===== config.mk =====
export PLATFORM = sky130hd
export DESIGN_NAME = bitop_unit
export DESIGN_NICKNAME = d
export VERILOG_FILES = /design/src/rtl/bitop_pkg.sv /design/src/rtl/bitop_decode.sv /design/src/rtl/bitop_bitlogic.sv /design/src/rtl/bitop_target.sv /design/src/rtl/bitop_unit.sv
export SDC_FILE = /design/constraint.sdc
export NUM_CORES = 1
export LEC_CHECK = 0
export CAP_MARGIN = 20
export CORE_MARGIN = 5
export CORE_UTILIZATION = 50
export CTS_BUF_LIST = sky130_fd_sc_hd__clkbuf_8
export DETAILED_ROUTE_END_ITERATION = 7
export DONT_BUFFER_PORTS = 1
export GPL_ROUTABILITY_DRIVEN = 0
export SYNTH_ARGS = -nofsm -noshare
export SYNTH_HDL_FRONTEND = slang
export SYNTH_SLANG_ARGS = --single-unit

===== constraint.sdc =====
create_clock -name clk -period 9.6 [get_ports clk]
set_input_delay 0.96 -clock clk [delete_from_list [all_inputs] [get_ports clk]]
set_output_delay 0.96 -clock clk [all_outputs]
set_load 0.02 [all_outputs]

===== src/rtl/bitop_pkg.sv =====
// Package: shared types for the direct-page single-bit operation unit.
// Assumes an 8-bit opcode and an 8-bit data byte.
package bitop_pkg;

    localparam int unsigned BYTE_W = 8;
    localparam int unsigned SEL_W  = $clog2(BYTE_W);

    // Sequencer states
    typedef enum logic [1:0] {
        ST_IDLE = 2'd0,
        ST_READ = 2'd1,
        ST_EVAL = 2'd2,
        ST_FIN  = 2'd3
    } state_t;

    // Instruction kinds produced by the decoder
    typedef enum logic [1:0] {
        K_NONE   = 2'd0,
        K_BRANCH = 2'd1,
        K_MODIFY = 2'd2
    } kind_t;

    // Decoded instruction
    typedef struct packed {
        kind_t             kind;
        logic [SEL_W-1:0]  bit_sel;
        logic              neg;      // 1 = clear / branch-if-clear
    } dec_t;

endpackage


===== src/rtl/bitop_decode.sv =====
// Module: bitop_decode
// Splits an opcode into kind, bit number and polarity.
// Assumes class in bits 7:5, bit number in bits 3:1, polarity in bit 0.
module bitop_decode
    import bitop_pkg::*;
#(
    parameter logic [2:0] CLASS_BRANCH = 3'b000,
    parameter logic [2:0] CLASS_MODIFY = 3'b001
) (
    input  logic [7:0] opcode,
    output dec_t       dec
);

    logic [2:0] op_class;
    assign op_class = opcode[7:5];

    // Purpose: map the opcode fields onto the decoded record.
    always_comb begin
        dec.bit_sel = opcode[3:1];
        dec.neg     = opcode[0];
        if (op_class == CLASS_BRANCH) begin
            dec.kind = K_BRANCH;
        end else if (op_class == CLASS_MODIFY) begin
            dec.kind = K_MODIFY;
        end else begin
            dec.kind = K_NONE;
        end
    end

endmodule


===== src/rtl/bitop_bitlogic.sv =====
// Module: bitop_bitlogic
// Pure datapath: extracts the selected bit and forms the modified byte.
// Assumes DATA_W is a power of two so that the selector covers every bit.
module bitop_bitlogic #(
    parameter int unsigned DATA_W = 8,
    localparam int unsigned SW    = $clog2(DATA_W)
) (
    input  logic [DATA_W-1:0] rd_byte,
    input  logic [SW-1:0]     bit_sel,
    input  logic              clear,
    output logic [DATA_W-1:0] wr_byte,
    output logic              tested
);

    logic [DATA_W-1:0] onehot;

    // Purpose: per-bit select line and merge of the new value.
    for (genvar i = 0; i < DATA_W; i++) begin : g_bit
        assign onehot[i]  = (bit_sel == SW'(i));
        assign wr_byte[i] = onehot[i] ? ~clear : rd_byte[i];
    end

    assign tested = |(rd_byte & onehot);

    // the write-back differs from the read byte in at most one position
    always_comb begin
        single_bit_chk: assert ($countones(wr_byte ^ rd_byte) <= 1);
    end

endmodule


===== src/rtl/bitop_target.sv =====
// Module: bitop_target
// Computes the next-instruction address from the opcode address.
// Assumes set/clear is 2 bytes long and test-and-branch is 3 bytes long.
// Addresses wrap modulo 2^PC_W.
module bitop_target #(
    parameter int unsigned PC_W = 16
) (
    input  logic [PC_W-1:0] op_pc,
    input  logic [7:0]      disp,
    input  logic            is_branch,
    input  logic            taken,
    output logic [PC_W-1:0] next_pc
);

    logic [PC_W-1:0] seq_pc;
    logic [PC_W-1:0] disp_ext;

    // Purpose: sequential address for the instruction length, plus the
    // sign-extended displacement when the branch is taken.
    always_comb begin
        seq_pc   = op_pc + (is_branch ? PC_W'(3) : PC_W'(2));
        disp_ext = {{(PC_W-8){disp[7]}}, disp};
        next_pc  = taken ? (seq_pc + disp_ext) : seq_pc;
    end

endmodule


===== src/rtl/bitop_unit.sv =====
// Module: bitop_unit (top)
// Runs one set/clear/test-and-branch instruction on a direct-page byte.
// Sequence: IDLE -> READ (strobe read) -> EVAL (data valid; write for
// set/clear; results registered) -> FIN (done pulse) -> IDLE.
// Assumes a synchronous memory that returns data the cycle after mem_rd.
module bitop_unit
    import bitop_pkg::*;
#(
    parameter int unsigned PC_W = 16
) (
    input  logic            clk,
    input  logic            rst_n,
    input  logic            start,
    input  logic [7:0]      opcode,
    input  logic [7:0]      dir_addr,
    input  logic [7:0]      disp,
    input  logic [PC_W-1:0] op_pc,
    input  logic            carry_in,
    output logic            busy,
    output logic [7:0]      mem_addr,
    output logic            mem_rd,
    output logic            mem_wr,
    output logic [7:0]      mem_wdata,
    input  logic [7:0]      mem_rdata,
    output logic            carry_out,
    output logic            br_taken,
    output logic [PC_W-1:0] next_pc,
    output logic            done
);

    state_t          state;
    dec_t            dec_in;
    dec_t            dec_q;
    logic [7:0]      addr_q;
    logic [7:0]      disp_q;
    logic [PC_W-1:0] pc_q;
    logic            cin_q;
    logic            tested;
    logic            take_now;
    logic [PC_W-1:0] tgt_pc;
    logic            accept;

    bitop_decode u_decode (
        .opcode (opcode),
        .dec    (dec_in)
    );

    bitop_bitlogic #(.DATA_W(BYTE_W)) u_bitlogic (
        .rd_byte (mem_rdata),
        .bit_sel (dec_q.bit_sel),
        .clear   (dec_q.neg),
        .wr_byte (mem_wdata),
        .tested  (tested)
    );

    // Purpose: branch condition from the tested bit and the polarity.
    always_comb begin
        take_now = (dec_q.kind == K_BRANCH) && (tested == ~dec_q.neg);
    end

    bitop_target #(.PC_W(PC_W)) u_target (
        .op_pc     (pc_q),
        .disp      (disp_q),
        .is_branch (dec_q.kind == K_BRANCH),
        .taken     (take_now),
        .next_pc   (tgt_pc)
    );

    assign accept   = start && (state == ST_IDLE) && (dec_in.kind != K_NONE);
    assign busy     = (state != ST_IDLE);
    assign mem_addr = addr_q;
    assign mem_rd   = (state == ST_READ);
    assign mem_wr   = (state == ST_EVAL) && (dec_q.kind == K_MODIFY);

    // Purpose: sequencer state.
    always_ff @(posedge clk) begin
        if (!rst_n) begin
            state <= ST_IDLE;
        end else begin
            case (state)
                ST_IDLE: if (accept) state <= ST_READ;
                ST_READ: state <= ST_EVAL;
                ST_EVAL: state <= ST_FIN;
                default: state <= ST_IDLE;
            endcase
        end
    end

    // Purpose: capture the instruction operands when a start is accepted.
    always_ff @(posedge clk) begin
        if (!rst_n) begin
            dec_q  <= '{kind: K_NONE, bit_sel: '0, neg: 1'b0};
            addr_q <= '0;
            disp_q <= '0;
            pc_q   <= '0;
            cin_q  <= 1'b0;
        end else if (accept) begin
            dec_q  <= dec_in;
            addr_q <= dir_addr;
            disp_q <= disp;
            pc_q   <= op_pc;
            cin_q  <= carry_in;
        end
    end

    // Purpose: register the results at the end of EVAL and raise done.
    always_ff @(posedge clk) begin
        if (!rst_n) begin
            carry_out <= 1'b0;
            br_taken  <= 1'b0;
            next_pc   <= '0;
            done      <= 1'b0;
        end else begin
            done <= (state == ST_EVAL);
            if (state == ST_EVAL) begin
                carry_out <= (dec_q.kind == K_BRANCH) ? tested : cin_q;
                br_taken  <= take_now;
                next_pc   <= tgt_pc;
            end
        end
    end


    done_pulse_chk: assert property (@(posedge clk) disable iff (!rst_n)
        done |=> !done);


    write_after_read_chk: assert property (@(posedge clk) disable iff (!rst_n)
        mem_wr |-> ($past(mem_rd) && $stable(mem_addr)));


    rd_wr_excl_chk: assert property (@(posedge clk) disable iff (!rst_n)
        !(mem_rd && mem_wr));


    busy_no_restart_chk: assert property (@(posedge clk) disable iff (!rst_n)
        (busy && start) |=> !mem_rd);


    results_hold_chk: assert property (@(posedge clk) disable iff (!rst_n)
        (!busy && !done && $past(!busy)) |-> ($stable(next_pc) && $stable(carry_out) && $stable(br_taken)));


    modify_no_taken_chk: assert property (@(posedge clk) disable iff (!rst_n)
        (done && $past(mem_wr)) |-> !br_taken);

endmodule


---- Word level (Yosys, flattened, before mapping) ----
Index checks and enable logic that the tools add are counted.
storage, ports and cells
  RAM bits ................................ 0
  memories kept ........................... 0
  bits in registers ....................... 60
  ROM bits ................................ 0
  latch bits .............................. 0
  output and inout bits ................... 38
  word-level logic and storage cells ...... 55
cells by class
  reductions and logical operators ........ 10
  divide/modulo/power cells ............... 0
  shifts and indexed selects .............. 0
  $add $sub $neg .......................... 2
  bitwise operators ....................... 2
  equality and inequality tests ........... 14
  $mul .................................... 0
  order comparisons ....................... 0
  mux-type cells .......................... 15
operator list
  cell                                           number
  adder 16 bit                                   2
  two-way mux 16 bit                             1
  == test 3 bit, second input constant           4
  two-way mux 1 bit                              10
  AND 8 bit                                      1
  OR reduction 8 bit                             1
  == test 3 x 1 -> 1 bit, second input constant  2
  == test 3 x 2 -> 1 bit, second input constant  2
  logical NOT 3 bit                              2
  two-way mux 2 bit                              3
  case mux 2 bit (3 select lines)                1
  == test 2 x 1 -> 1 bit, second input constant  2
  == test 2 bit, second input constant           2
  logical AND 1 bit                              4
  nonzero test 2 bit                             2
  logical NOT 2 bit                              1
  inequality test 2 bit, second input constant   1
  == test 1 bit                                  1
  inverter 1 bit                                 1

---- Logic depth before layout (Yosys ltp) ----
Gate-level depths: netlist (run 1).
  depth in word-level cells ............... 7
  depth in mapped cells ................... 17
  depth with buffers taken out ............ 15

---- Hierarchy ----
Synthesis (run 1) repeated with hierarchy kept, for this count alone.
second synthesis, totals
  cell total of the unflattened synthesis .. 463
  area, all modules ....................... 4,077.7 um2
by module, submodules not included
  module          cells an instance  times used  area an instance (um2)  sequential area each (um2)
  bitop_unit      250                1           2,479.9                 1,201.2
  bitop_target    177                1           1,296.2                 0.0
  bitop_bitlogic  30                 1           249.0                   0.0
  bitop_decode    6                  1           52.6                    0.0

---- Worst setup path before layout (run 1) ----
OpenSTA, ideal clock, no wires.
  kind .................................... register to register
  start ................................... register dec_q[4] in the netlist's numbering
  end ..................................... register next_pc[15]
  clock period less this slack ............ 3.572 ns
  cell stages (with the launch flop) ...... 18
  setup time .............................. 0.064 ns
  slack ................................... 6.028 ns
  data arrival time ....................... 3.508 ns
  cell sequence ........................... dfxtp_1 -> nor2b_1 -> ha_1 -> inv_1 -> ha_1 -> and3b_1 -> clkbuf_1 -> and3_1 -> nand2_1 -> xnor2_1 -> ha_1 -> clkbuf_1 -> a21oi_1 -> o21ai_0 -> a211o_1 -> or3_1 -> a211o_1 -> nand4_1
on the way
  word-level cells in the longest chain between the ends .. 5
  elaborated cells on any way between the ends .. 6
ends and longest elaborated chain
  what                      RTL line                            source
  start, declared           bitop_unit.sv:33                    dec_t dec_q;
  start signal, assigned    bitop_unit.sv:92                    dec_q <= '{kind: K_NONE, bit_sel: '0, neg: 1'b0};
  start signal, assigned    bitop_unit.sv:98                    dec_q <= dec_in;
  == test 2 x 1 -> 1 bit *  bitop_unit.sv:58, bitop_unit.sv:64
  two-way mux 1 bit         bitop_target.sv:21                  seq_pc = op_pc + (is_branch ? PC_W'(3) : PC_W'(2));
  adder 16 bit              bitop_target.sv:21
  adder 16 bit              bitop_target.sv:23                  next_pc = taken ? (seq_pc + disp_ext) : seq_pc;
  two-way mux 16 bit *      bitop_target.sv:23
  end signal, assigned      bitop_unit.sv:118                   next_pc <= tgt_pc;
  end, declared             bitop_unit.sv:27                    output logic [PC_W-1:0] next_pc,
Mark *: on every way between the ends. The rest lies on a longest branch, timed or not.
A chain may end at the register's enable or synchronous reset.

---- Final worst setup path (run 1) ----
Ends and elaborated chain as after synthesis.

==> results.toml, run 1 <==
[cts]
clock_sinks = 60
path_clk_slew_ps = 80
cts_tree = "built"
hold_buffers = 0
cts_setup_buffers = 0
cts_resized = 0
cts_root_buf = "clkbuf_8"
clockBufferDepth = 2
numCtsBuffers = 9
ctsHtreeMaxLevel = 3
clock_latency_ps = 350

[timing]
skew_ps = 13.1
maxSlewHeadroom = 0.326
hold_ws_ps = 459
maxSlewViolCount = 0
grt_setup_unrepaired = "false"
worstMarginPinSlew_ps = 992
fin_crit_sh = 0.401
fmax_mhz = 260
hold_violations = 0
period_needed_ps = 3850
fin_setup_tns_ps = 0
finalSetupViolCount = 0

[outcome]
status = "finished, final reports clean"

[floorplan]
core_um2 = 7140
fp.dieArea_um2 = 9040
die_width_um = 95.1
ioPinCount = 90
num_rows = 31
die_h_um = 95.1
start_util = 0.507

[synthesis]
synth_top_area_share = 0.332
synth_cell_types = 48
yosysWarnings = 0
netlist_top_cells_area = "dfxtp_1, nand2_1, a21oi_1"
synth.most_common_cell = "nand2_1"
postSynthNetCount = 551
synthCells = 476
avgSynthCellArea_um2 = 7.60
synth_top_flop_cell = "dfxtp_1"
synth_top_area_cell = "dfxtp_1"
synth_edf_count = 0
async_reset_ff_frac = 0
netlist_area_um2 = 3620
ys_seq_area_frac = 0.332
synth_common_cells = "nand2_1, dfxtp_1, a21oi_1, clkbuf_1, o21ai_0"
synth_seq_cells = 60

[min_path]
hp-start = "cin_q"
hold_path_depth = 2
worstHoldEndpoint = "cin_q"
hp-class = "reg -> reg"

[routing]
dr.first_iter.drc_count = 113
routed_via_density = 5.65
detail-route-antenna-nets = 0
num_vias = 3170
wire_per_inst_um = 15.4
dr.pass1.iters = 6
drt_wl_total_mm = 8.67
drc = 0

[place]
placed_cells = 547
dpl.hpwl_mm = 6.23
portBuffers = 0

[global_routing]
first_global_vias = 2951
grt_usage = 0.201
use_met1 = 0.269
grt-busiest-layer = "met2"
use_met3 = 0.0702
grt_antenna_before_repair = 0
overflow = 0
grt_pass1_wl_mm = 14.2
grtUsageMet2 = 0.299
grt_max_degree = 52

[critical_path]
cp_top_family = "simple AND/OR/NAND/NOR gates"
r2r_slack_ps = 5750
cpPeakStageDelay_ps = 390
worstPathBufferInverterCount = 1
cp-start-kind = "register"
cp_slowest_cell = "ha_1"
arrival_ps = 4150
crit_chain = "nor2b_1 -> ha_1 -> inv_1 -> ha_1 -> and3b_1 -> and3_1 -> nand2_1 -> xnor2_1 -> ha_1 -> a21oi_1 -> o21ai_0 -> a211o_1 -> or3_1 -> a211o_1 -> nand4_1"
reg2reg_depth = 15
cp_data_required_time_ps = 9900
crit_top_cell = "ha_1"
end_kind = "register"
crit_type = "reg -> reg"
r2r-start = "dec_q[4]"
timing.rr.end = "next_pc[15]"
crit_path_max_fanout = 10

[power_and_ir_drop]
ir_drop_uv = 70.8
p_leak_nw = 1.44
power_mw = 0.558
power.density_nw_per_um2 = 146

[finish]
num_antenna_cells = 0
fill_cells = 733
drive_gt1_frac = 0.0519
nNetsFinal = 534
final_core_util = 0.538
syn_to_final_growth_pct = 6.05
fin_cells = 561

[flow_run]
maxCapViolCount = 0
-- routing by layer --
layer / vias up / share of wire
met5: - / 0
met4: 0 / 0.016
met3: 12 / 0.078
met2: 82 / 0.43
met1: 1441 / 0.47
li1: 1635 / -
-- how the worst max path moves through the flow --
stage / slack, ps / endpoint / cells past startpoint / startpoint
2_1_floorplan: 6030 / next_pc[15] / 17 / dec_q[4]
3_3_place_gp: 5840 / next_pc[15] / 15 / dec_q[4]
3_5_place_dp: 5770 / next_pc[15] / 15 / dec_q[4]
4_1_cts: 5750 / next_pc[15] / 15 / dec_q[4]
5_1_grt: 5450 / next_pc[15] / 15 / dec_q[4]
6_report: 5750 / next_pc[15] / 15 / dec_q[4]
-- final cells by class --
| cell class | instances | area [µm²] | area share |
|---|---|---|---|
| clock inverters | 3 | 38.8 | 0.0101 |
| multi-input cells | 374 | 2250 | 0.587 |
| flip-flops and latches | 60 | 1200 | 0.313 |
| clock buffers | 11 | 151 | 0.0395 |
| inverters | 10 | 37.5 | 0.00978 |
| well taps | 99 | 124 | 0.0323 |
| repair buffers | 4 | 30.0 | 0.00783 |
-- worst min-delay path: stages (launching register included) --
cell,delay (ps)
dfxtp_1,310
nand2_1,50
a21oi_1,50
-- cell usage in the layout, fill, tap and decap left out, types with 2 or more instances in the layout --
| cell | netlist | final |
|---|---|---|
| nand2_1 | 111 | 111 |
| ha_1 | 22 | 22 |
| and3_1 | 5 | 5 |
| xnor2_1 | 19 | 19 |
| a21oi_1 | 58 | 58 |
| nand2b_1 | 5 | 5 |
| nand4_1 | 7 | 7 |
| clkbuf_8 | 0 | 11 |
| a311oi_1 | 5 | 5 |
| buf_4 | 1 | 4 |
| nor3_1 | 2 | 2 |
| a31oi_1 | 6 | 6 |
| a211o_1 | 3 | 3 |
| inv_1 | 9 | 10 |
| o31ai_1 | 5 | 5 |
| a21o_1 | 6 | 6 |
| nand3b_1 | 5 | 5 |
| mux2i_1 | 9 | 9 |
| nor2b_1 | 5 | 5 |
| a211oi_1 | 3 | 3 |
| or3_1 | 5 | 5 |
| nand3_1 | 10 | 10 |
| xor2_1 | 2 | 2 |
| o21ai_0 | 26 | 26 |
| nor2_1 | 25 | 25 |
| and4_1 | 3 | 3 |
| dfxtp_1 | 60 | 60 |
| a21bo_2 | 2 | 2 |
| o2111ai_1 | 2 | 2 |
| and2_1 | 2 | 2 |
| o211ai_1 | 6 | 6 |
-- power by group --
group / switching, mW / leakage [nW] / total (mW) / internal, mW
sequential: 0.0122 / 0.486 / 0.269 / 0.257
combinational: 0.0378 / 0.851 / 0.0589 / 0.0211
clock: 0.100 / 0.102 / 0.230 / 0.130
-- logic make-up after synthesis --
logic type      share of synthesized area
mux                                0.0391
flops                               0.332
compound gates                      0.221
buf+inv                            0.0450
simple gates                        0.230
fa+ha+maj                          0.0816
xor+xnor                           0.0508
-- metrics by stage --
step	setup WS [ps]	cell area, µm²
after CTS	5750	3840
after detailed placement	5770	3650
after floorplan	6030	3620
final	5750	3840
after global routing	5450	3840
after global placement	5840	3650
-- sequential cells by signal (all words and copies together), names as in the netlist --
name / flops
next_pc: 16
pc_q: 16
disp_q: 8
mem_addr: 8
dec_q: 6
state: 2
br_taken: 1
carry_out: 1
cin_q: 1
done: 1
Note: power is estimated with default switching activity, not from simulation.
==> run 2: changes to the inputs <==
==> constraint.sdc (replaced) <==
create_clock -name clk -period 3.6 [get_ports clk]
set_input_delay 0.36 -clock clk [delete_from_list [all_inputs] [get_ports clk]]
set_output_delay 0.36 -clock clk [all_outputs]
set_load 0.02 [all_outputs]
==> results.toml, run 2 (synthesis results as in run 1) <==
[outcome]
status = "finished, final reports clean"

[critical_path]
cp_data_required_time_ps = 3890
crit_path_max_fanout = 4
crit_start = "dec_q[4]"
timing.rr.end = "next_pc[15]"
end_kind = "register"
crit_chain = "nor2b_2 -> ha_2 -> inv_1 -> ha_1 -> and3b_1 -> and3_1 -> nand2_1 -> xnor2_2 -> ha_1 -> a21oi_2 -> o21ai_0 -> a211o_1 -> or3_1 -> a211o_1 -> nand4_1"
cp-start-kind = "register"
arrival_ps = 3670
crit_type = "reg -> reg"
reg2reg_depth = 15
cp_slowest_cell = "ha_1"
r2r_slack_ps = 220
cp-endpoint = "next_pc[15]"
r2r-start = "dec_q[4]"
cpPeakStageDelay_ps = 360

[cts]
cts_root_buf = "clkbuf_8"
numCtsBuffers = 9
cts_resized = 0
cts_tree = "built"
clock_sinks = 60
path_clk_slew_ps = 70
cts_setup_buffers = 0
clock_latency_ps = 340
ctsHtreeMaxLevel = 3
clockBufferDepth = 2
hold_buffers = 0

[global_routing]
first_global_vias = 3064
grt_max_degree = 52
overflow = 0
grt_usage = 0.203
grt_antenna_before_repair = 0
grt_pass1_wl_mm = 14.5

[timing]
grt_setup_unrepaired = "false"
hold_ws_ps = 141
fin_crit_sh = 0.938
hold_violations = 0
fmax_mhz = 296
period_needed_ps = 3380
worstMarginPinSlew_ps = 963
maxSlewViolCount = 0
skew_ps = 7.08
maxSlewHeadroom = 0.350
finalSetupViolCount = 0
fin_setup_tns_ps = 0

[routing]
dr.first_iter.drc_count = 161
drc = 0
detail-route-antenna-nets = 0
wire_per_inst_um = 15.4
drt_wl_total_mm = 8.74
dr.pass1.iters = 5
num_vias = 3198
routed_via_density = 5.62

[finish]
nNetsFinal = 540
drive_gt1_frac = 0.0851
reg_top3 = "next_pc (16), pc_q (16)"
syn_to_final_growth_pct = 9.24
final_cell_mix = "nand2_1, dfxtp_1, a21oi_1, o21ai_0, nor2_1"
layout_commonest_cell = "nand2_1"
fill_cells = 686
num_antenna_cells = 0

[min_path]
hp-class = "in -> reg"

[floorplan]
core_um2 = 7140
fp.dieArea_um2 = 9040
start_util = 0.507
die_h_um = 95.1
die_width_um = 95.1
num_rows = 31
ioPinCount = 90

[power_and_ir_drop]
p_leak_nw = 1.50
power.density_nw_per_um2 = 394
ir_drop_uv = 199

[place]
dpl.hpwl_mm = 6.38
portBuffers = 0

[flow_run]
maxCapViolCount = 0
[run 2: stage by stage]
step                instance area (µm²)  setup WS (ps)  std cells  power (mW)   util
global placement                   3690            204        553       0.890  0.517
global route                       3950           11.9        569        1.62  0.554
detailed placement                 3690           82.1        553       0.894  0.517
finish                             3950            223        569        1.56  0.554
floorplan                          3620           28.3        476       0.859      -
CTS                                3910           65.7        569        1.57  0.548
[run 2: worst min path at each step]
stage	start	to	depth (start not counted)
after detailed placement	cin_q	cin_q	2
final	dir_addr[5]	mem_addr[5]	2
after global routing	op_pc[14]	pc_q[14]	2
after global placement	pc_q[0]	pc_q[0]	2
after CTS	dir_addr[5]	mem_addr[5]	2
after floorplan	cin_q	cin_q	2
[run 2: cell type report]
type / count / area [µm²] / share of cell area
clock inverter: 6 / 80.1 / 0.0203
tap: 99 / 124 / 0.0313
multi-input combinational: 374 / 2300 / 0.581
clock buffer: 10 / 138 / 0.0348
inverter: 10 / 37.5 / 0.00950
sequential: 60 / 1200 / 0.304
timing repair buffer: 10 / 75.1 / 0.0190
[run 2: routing by layer]
layer  global-route usage  wire length (µm)
met4               0.0889               141
met2                0.307              3840
met3               0.0600               878
met1                0.268              3880
met5                    0                 0
[run 2: worst max-delay path: cells and delay by family (launching register included)]
family                     cells  cell delay, ps
and+or+nand+nor                6            1140
AOI/OAI and AO/OA              4             880
DFF                            1             340
xor gates and xnor gates       1             160
adders and majority gates      3             750
buffers and inverters          1              50
[run 2: power by group]
group,total (mW),switching [mW],internal (mW)
Sequential,0.718,0.0330,0.686
Combinational,0.162,0.102,0.0602
Clock,0.675,0.273,0.402
Total,1.56,0.408,1.15
==> run 3: changes to the inputs <==
--- a/config.mk
+++ b/config.mk
@@ -12,6 +12,7 @@
 export DETAILED_ROUTE_END_ITERATION = 7
 export DONT_BUFFER_PORTS = 1
 export GPL_ROUTABILITY_DRIVEN = 0
+export PLACE_DENSITY = 0.75
 export SYNTH_ARGS = -nofsm -noshare
 export SYNTH_HDL_FRONTEND = slang
 export SYNTH_SLANG_ARGS = --single-unit
==> results.toml, run 3 (synthesis results as in run 1) <==
[critical_path]
cp_data_required_time_ps = 3850
crit_top_cell = "ha_1"
cpPeakStageDelay_ps = 440
crit_chain = "nor2b_2 -> ha_1 -> inv_1 -> ha_1 -> and3b_1 -> buf_4 -> xor2_1 -> ha_1 -> a21o_1 -> a311o_1 -> nand3b_1 -> nand3b_1 -> or4_1 -> a41oi_2"
end_kind = "register"
crit_type = "reg -> reg"
crit_path_max_fanout = 4
arrival_ps = 3710
cp_slowest_cell = "or4_1"
cp-start-kind = "register"

[global_routing]
grt_usage = 0.208
grt-busiest-layer = "met2"
first_global_vias = 3082
use_met3 = 0.0860
use_met1 = 0.270
grt_max_degree = 40
overflow = 0
grt_pass1_wl_mm = 14.8
grt_antenna_before_repair = 0
grtUsageMet2 = 0.323

[floorplan]
ioPinCount = 90
die_width_um = 95.1
fp.dieArea_um2 = 9040
core_um2 = 7140
die_h_um = 95.1
start_util = 0.507
num_rows = 31

[finish]
num_antenna_cells = 0
final_cell_mix = "nand2_1, dfxtp_1, a21oi_1, o21ai_0, nor2_1"
syn_to_final_growth_pct = 8.16
fill_cells = 718
regArea_um2 = 1200
layout_commonest_cell = "nand2_1"
reg_top3 = "next_pc (16), pc_q (16)"
fin_cells = 569
nNetsFinal = 540
multi_input_area_um2 = 2290
postLayoutCellArea_um2 = 3910
drive_gt1_frac = 0.0830

[cts]
clock_sinks = 60
ctsHtreeMaxLevel = 3
hold_buffers = 0
path_clk_slew_ps = 70
clock_latency_ps = 340
cts_root_buf = "clkbuf_8"
cts_tree = "built"
clockBufferDepth = 2
numCtsBuffers = 9

[timing]
finalSetupViolCount = 0
hold_ws_ps = 146
skew_ps = 9.42
worstMarginPinSlew_ps = 944
maxSlewViolCount = 0
hold_violations = 0
grt_setup_unrepaired = "true"
period_needed_ps = 3460
maxSlewHeadroom = 0.363
fmax_mhz = 289
setup_slack_ps = 140
fin_crit_sh = 0.961

[power_and_ir_drop]
power.density_nw_per_um2 = 371
p_leak_nw = 1.49
ir_drop_uv = 326
power_mw = 1.45

[routing]
drc = 0
wire_per_inst_um = 15.4
drt_wl_total_mm = 8.74
dr.first_iter.drc_count = 179
num_vias = 3283
dr.pass1.iters = 4
routed_via_density = 5.77
detail-route-antenna-nets = 0

[min_path]
hp-class = "in -> reg"

[flow_run]
maxCapViolCount = 0

[place]
pre_cts_slack_ps = 153
dpl.hpwl_mm = 6.57
portBuffers = 0
placed_cells = 551
postPlaceCellArea_um2 = 3680

[outcome]
status = "finished, final reports clean"
run 3: cell count changes in the layout (fill, tap and decap cells not counted):
cell,before,now
a211oi_2,1,0
clkinv_2,1,3
xor2_1,1,2
bufinv_16,2,1
clkbuf_8,10,9
a211oi_1,2,3
xor2_2,1,0
xnor2_1,17,16
xnor2_2,2,3
run 3: per-stage QoR:
step                      setup TNS, ps   util
final                                 0  0.548
after global routing              -57.8  0.548
after CTS                             0  0.541
after detailed placement              0  0.515
after global placement                0  0.515
after floorplan                       0      -
run 3: final timing paths:
kind                            depth (start not counted)           to   startpoint  slack, ps
worst min register to register                          2    disp_q[3]    disp_q[3]        460
worst max-delay path                                   14  next_pc[14]     dec_q[4]        140
worst min-delay path                                    2  mem_addr[4]  dir_addr[4]        150
worst max register to register                         14  next_pc[14]     dec_q[4]        140
run 3: layout make-up:
| type | count | share of cell area |
|---|---|---|
| clock buffer | 9 | 0.0317 |
| sequential | 60 | 0.307 |
| multi-input combinational | 374 | 0.586 |
| tap | 99 | 0.0317 |
| inverter | 10 | 0.00959 |
| timing repair buffer | 10 | 0.0192 |
| clock inverter | 7 | 0.0154 |
run 3: critical path, delay by kind of cell, from the launching register on:
family	cells	cell delay, ps
AO/OA/AOI/OAI	3	800
XOR/XNOR	1	240
adder cells (fa/ha/maj)	3	720
buffers and inverters	2	200
flip-flops	1	340
AND/OR/NAND/NOR	5	1070
run 3: layer usage:
metal  routed length (µm)  up-vias
li1                     -     1648
met1                 3800     1499
met2                 3890      127
met3                  954        9
met4                   87        0
met5                    0        -
run 3: report_power, final:
group	switching, mW	leakage (nW)	internal (mW)	total, mW
logic	0.102	0.906	0.0612	0.163
registers	0.0336	0.486	0.686	0.719
clock network	0.259	0.101	0.310	0.569
total	0.395	1.49	1.06	1.45
run 3: timing repair:
item	CTS	global route
setup buffers	0	2
hold endpoints to repair	0	0
endpoints found under the setup margin	0	5
gates resized for setup	0	8
